## config.mk

```make
export PLATFORM = sky130hd
export DESIGN_NAME = dma_req_handshake
export DESIGN_NICKNAME = d
export VERILOG_FILES = /design/src/rtl/dma_req_handshake.sv
export SDC_FILE = /design/constraint.sdc
export NUM_CORES = 1
export LEC_CHECK = 0
export BUFFER_PORTS_ARGS = -buffer_cell sky130_fd_sc_hd__buf_2
export CORE_UTILIZATION = 49
export CTS_BUF_LIST = sky130_fd_sc_hd__clkbuf_16
export DETAILED_ROUTE_END_ITERATION = 7
export PLACE_DENSITY = 0.83
export SYNTH_ARGS = -nofsm -noshare
export SYNTH_HDL_FRONTEND = slang
export SYNTH_SLANG_ARGS = --single-unit
```

## constraint.sdc

```tcl
create_clock -name clk -period 1.3 [get_ports clk]
set_input_delay 0.13 -clock clk [delete_from_list [all_inputs] [get_ports clk]]
set_output_delay 0.13 -clock clk [all_outputs]
set_load 0.1 [all_outputs]
```

## src/rtl/dma_req_handshake.sv

```systemverilog
module dma_req_handshake #(
  parameter int CNT_W = 5
) (
  input  logic             clk,
  input  logic             rst_n,
  input  logic [CNT_W-1:0] rx_count,
  input  logic [CNT_W-1:0] tx_free,
  input  logic             rx_ack_n,
  input  logic             tx_ack_n,
  input  logic             rd_n,
  input  logic             wr_n,
  input  logic             decode_hit,
  output logic             rx_req,
  output logic             tx_req,
  output logic             rx_sel,
  output logic             tx_sel,
  output logic             reg_sel,
  output logic             rx_pop,
  output logic             tx_push
);

  localparam logic [CNT_W-1:0] LAST = CNT_W'(1);

  logic rx_act, tx_act, rx_last, tx_last;
  logic rx_act_q, tx_act_q, rx_hold_q, tx_hold_q;
  logic [CNT_W-1:0] rx_prev_q, tx_prev_q;

  assign rx_act  = !rx_ack_n && !rd_n;
  assign tx_act  = !tx_ack_n && !wr_n;
  assign rx_last = rx_act && (rx_count == LAST);
  assign tx_last = tx_act && (tx_free == LAST);

  assign rx_req  = rst_n && (rx_count != '0) && !rx_hold_q && !rx_last;
  assign tx_req  = rst_n && (tx_free != '0) && !tx_hold_q && !tx_last;

  assign rx_sel  = !rx_ack_n;
  assign tx_sel  = !tx_ack_n;
  assign reg_sel = decode_hit && rx_ack_n && tx_ack_n;

  always_ff @(posedge clk or negedge rst_n) begin
    if (!rst_n) begin
      rx_act_q  <= 1'b0;
      tx_act_q  <= 1'b0;
      rx_pop    <= 1'b0;
      tx_push   <= 1'b0;
      rx_hold_q <= 1'b0;
      tx_hold_q <= 1'b0;
      rx_prev_q <= '0;
      tx_prev_q <= '0;
    end else begin
      rx_act_q  <= rx_act;
      tx_act_q  <= tx_act;
      rx_pop    <= rx_act_q && !rx_act;
      tx_push   <= tx_act_q && !tx_act;
      rx_prev_q <= rx_count;
      tx_prev_q <= tx_free;
      if (rx_last)                    rx_hold_q <= 1'b1;
      else if (rx_count > rx_prev_q)  rx_hold_q <= 1'b0;
      if (tx_last)                    tx_hold_q <= 1'b1;
      else if (tx_free > tx_prev_q)   tx_hold_q <= 1'b0;
    end
  end

endmodule

```

==> impl_metrics.csv <==
group,metric,value,unit
sta,fmax,785.0,MHz
global_route,grt_pass1_wl,2.870,mm
logic_synthesis,syn-cell-area,817.0,um2
finish,n_antenna_cell,0,
sta,finalSetupTns,0,ns
drt,ant_nets,0,
critical_path,crit_path_end_kind,"output pin",
status,status,"finished, final reports clean",
clock_network,clkTransAtPathRegs,0.05,ns
critical_path,slowest_stage,"dfrtp_1",
sta,clock_skew,0.003047,ns
pwr,power_leakage,0.5771,nW
finish,multi_input_area,409.1,um2
die,row_count,14,
sta,worst_slew_pin_slew,0.4895,ns
hold_path,min_path_type,"primary input to flop",
logic_synthesis,ys_seq_area_frac,0.4900,
drt,wl,1.670,mm
finish,final_nets,129,
global_route,grt.total_usage,0.2188,
drt,wl_per_cell,14.27,um
clock_network,cts_tree,"done",
sta,finalCriticalPeriod,1.274,ns
die,die-area,0.001835,mm2
clock_network,numCtsBuffers,3,
critical_path,crit_arrival,1.14,ns
clock_network,clock_latency,0.25,ns
sta,drv_slew,0,
drt,drt_iter0_markers,5,
drt,drt-vias-per-instance,5.419,
die,die_height,42.84,um
sta,fin_crit_sh,0.9799,
finish,drive_above_1_share,0.3861,
placement,gp_congestion,0.7130,
drt,firstDrtPassIters,4,
global_route,grt_max_degree,12,
global_route,antenna_found_initial,0,
sta,relSlewSlack,0.6759,
placement,port_buffers,23,
logic_synthesis,synthDistinctLibCells,18,
pwr,finalPower,1.409,mW
logic_synthesis,avgSynthCellArea,11.51,um2
clock_network,cts.sinks,16,
die,core_area,0.001524,mm2
critical_path,crit_path_max_fanout,3,
critical_path,crit_path_cell_trace,"nand2b_4 > a21oi_4 > buf_12",
critical_path,startpoint_type,"flop",
drt,dr_total_vias,634,
logic_synthesis,synthCells,71,
job,drv_cap,0,
sta,setup_viol,0,
finish,seqCellArea,400.4,um2
global_route,grt_pass1_vias,667,
logic_synthesis,yosys_warnings,0,
sta,finalHoldViolCount,0,
pwr,irDropWorstVdd,845.6,uV
sta,rsz0062_at_grt,"false",
finish,fin_util,0.7389,
die,pin_count,24,
placement,dp_hpwl,1.182,mm
clock_network,cts_buffer_depth,2,
pwr,powerDensity,1251,mW/mm2
finish,area_growth,37.83,%
finish,fill_cells,99,
die,initial_core_util,0.5361,
die,die_w,42.84,um
clock_network,cts_max_level,1,
drt,drc,0,
logic_synthesis,syn-num-nets,98,
clock_network,cts_root_buffer,"clkbuf_16",
critical_path,critPathMaxStageDelay,0.41,ns
logic_synthesis,ys_seq_elements,16,
global_route,overflow,0,
critical_path,required,1.17,ns
critical_path,worstSetupPathType,"flop to output pin",
## synthesized netlist by cell type
| master | n | area share |
|---|---|---|
| dfrtp_1 | 16 | 0.49 |
| inv_1 | 12 | 0.055 |
| ha_1 | 10 | 0.15 |
| a21oi_1 | 4 | 0.025 |
| nand2b_1 | 4 | 0.031 |
| and4_1 | 2 | 0.021 |
| nand2_1 | 2 | 0.0092 |
| nand3_1 | 2 | 0.012 |
| nand3_2 | 2 | 0.025 |
| nand3b_1 | 2 | 0.018 |
| nor2_1 | 2 | 0.0092 |
| nor2_2 | 2 | 0.015 |
| nor2b_1 | 2 | 0.015 |
| nor4_4 | 2 | 0.052 |
| o211ai_1 | 2 | 0.018 |
| o211ai_2 | 2 | 0.031 |
| o21ai_0 | 2 | 0.012 |
| and3_1 | 1 | 0.0077 |
## stage by stage
step	hold WS, ns	area (um2)	setup slack [ns]	std cells
CTS	0.03594	1119	0.006037	117
detailed placement	-0.02421	1012	0.1500	111
finish	0.03770	1126	0.02611	117
global placement	-0.02732	1012	0.1853	111
floorplan	-0.1656	839.6	0.09028	71
global route	0.04359	1126	0.005481	117
## registers in the layout, summed over array words and instances (netlist names)
| signal | flops |
|---|---|
| rx_prev_q | 5 |
| tx_prev_q | 5 |
| rx_act_q | 1 |
| rx_hold_q | 1 |
| rx_pop | 1 |
| tx_act_q | 1 |
| tx_hold_q | 1 |
| tx_push | 1 |
## cell families after synthesis
group	share of synthesized area
AOI/OAI and AO/OA	0.08575
DFF	0.4900
adders and majority gates	0.1531
and+or+nand+nor	0.2159
buffers and inverters	0.05513
## placed cells by master, fill, tap and decap left out
cell            n
a21oi_1         2
a21oi_4         2
and3_1          1
and4_1          2
buf_12          2
buf_2          21
buf_4           1
clkbuf_16       3
clkinv_1        1
dfrtp_1        16
dlygate4sd3_1   2
ha_1           10
inv_1          12
nand2_1         2
nand2b_1        2
nand2b_4        2
nand3_1         2
nand3_2         2
nand3b_1        2
nor2_1          2
nor2_2          2
nor2b_1         2
nor4_4          2
o211ai_1        2
o211ai_2        2
o21ai_0         2
## worst max-delay path, delay by kind of cell, from the launching register on
kind,cells,cell delay [ns]
flops,1,0.41
buf+inv,1,0.19
simple gates,1,0.16
compound gates,1,0.13
## report_power, final
part	leakage (nW)	switching [mW]	total, mW	internal, mW
sequential	0.196	0.00692	0.529	0.522
combinational	0.342	0.189	0.282	0.0933
clock	0.0385	0.189	0.597	0.408
total	0.577	0.385	1.41	1.02
## area by class of cell
class,count,area share
Multi-Input combinational cell,43,0.3633
Clock buffer,3,0.06667
Timing Repair Buffer,26,0.1533
Sequential cell,16,0.3556
Clock inverter,1,0.003333
Inverter,12,0.04000
Tap cell,16,0.01778
## path summary, 6_finish.rpt
check,from,end,slack (ns),depth (start not counted)
max,tx_hold_q,tx_req,0.03,3
max reg2reg,rx_prev_q[4],rx_hold_q,0.12,5
min reg2reg,tx_act_q,tx_push,0.46,1
min in group asynchronous,rst_n,rx_hold_q,0.39,2
min,tx_free[0],tx_prev_q[0],0.04,1
max in group asynchronous,rst_n,tx_prev_q[3],0.68,3
## repair_timing
item                                   4_1_cts  5_1_grt
setup buffers                                0        0
setup endpoints to repair                    1        1
endpoints found under the hold margin        5        0
resized for setup                            1        1
hold buffers                                 2        0
## routing by layer
metal  track usage  vias to the layer above  wire [um]
met5             0                        -          0
met4        0.1563                        0         73
met3       0.04681                       11         89
met2        0.3303                       29        756
met1        0.2740                      293        750
li1              -                      301          -
Power figures use the tool's default switching activity.
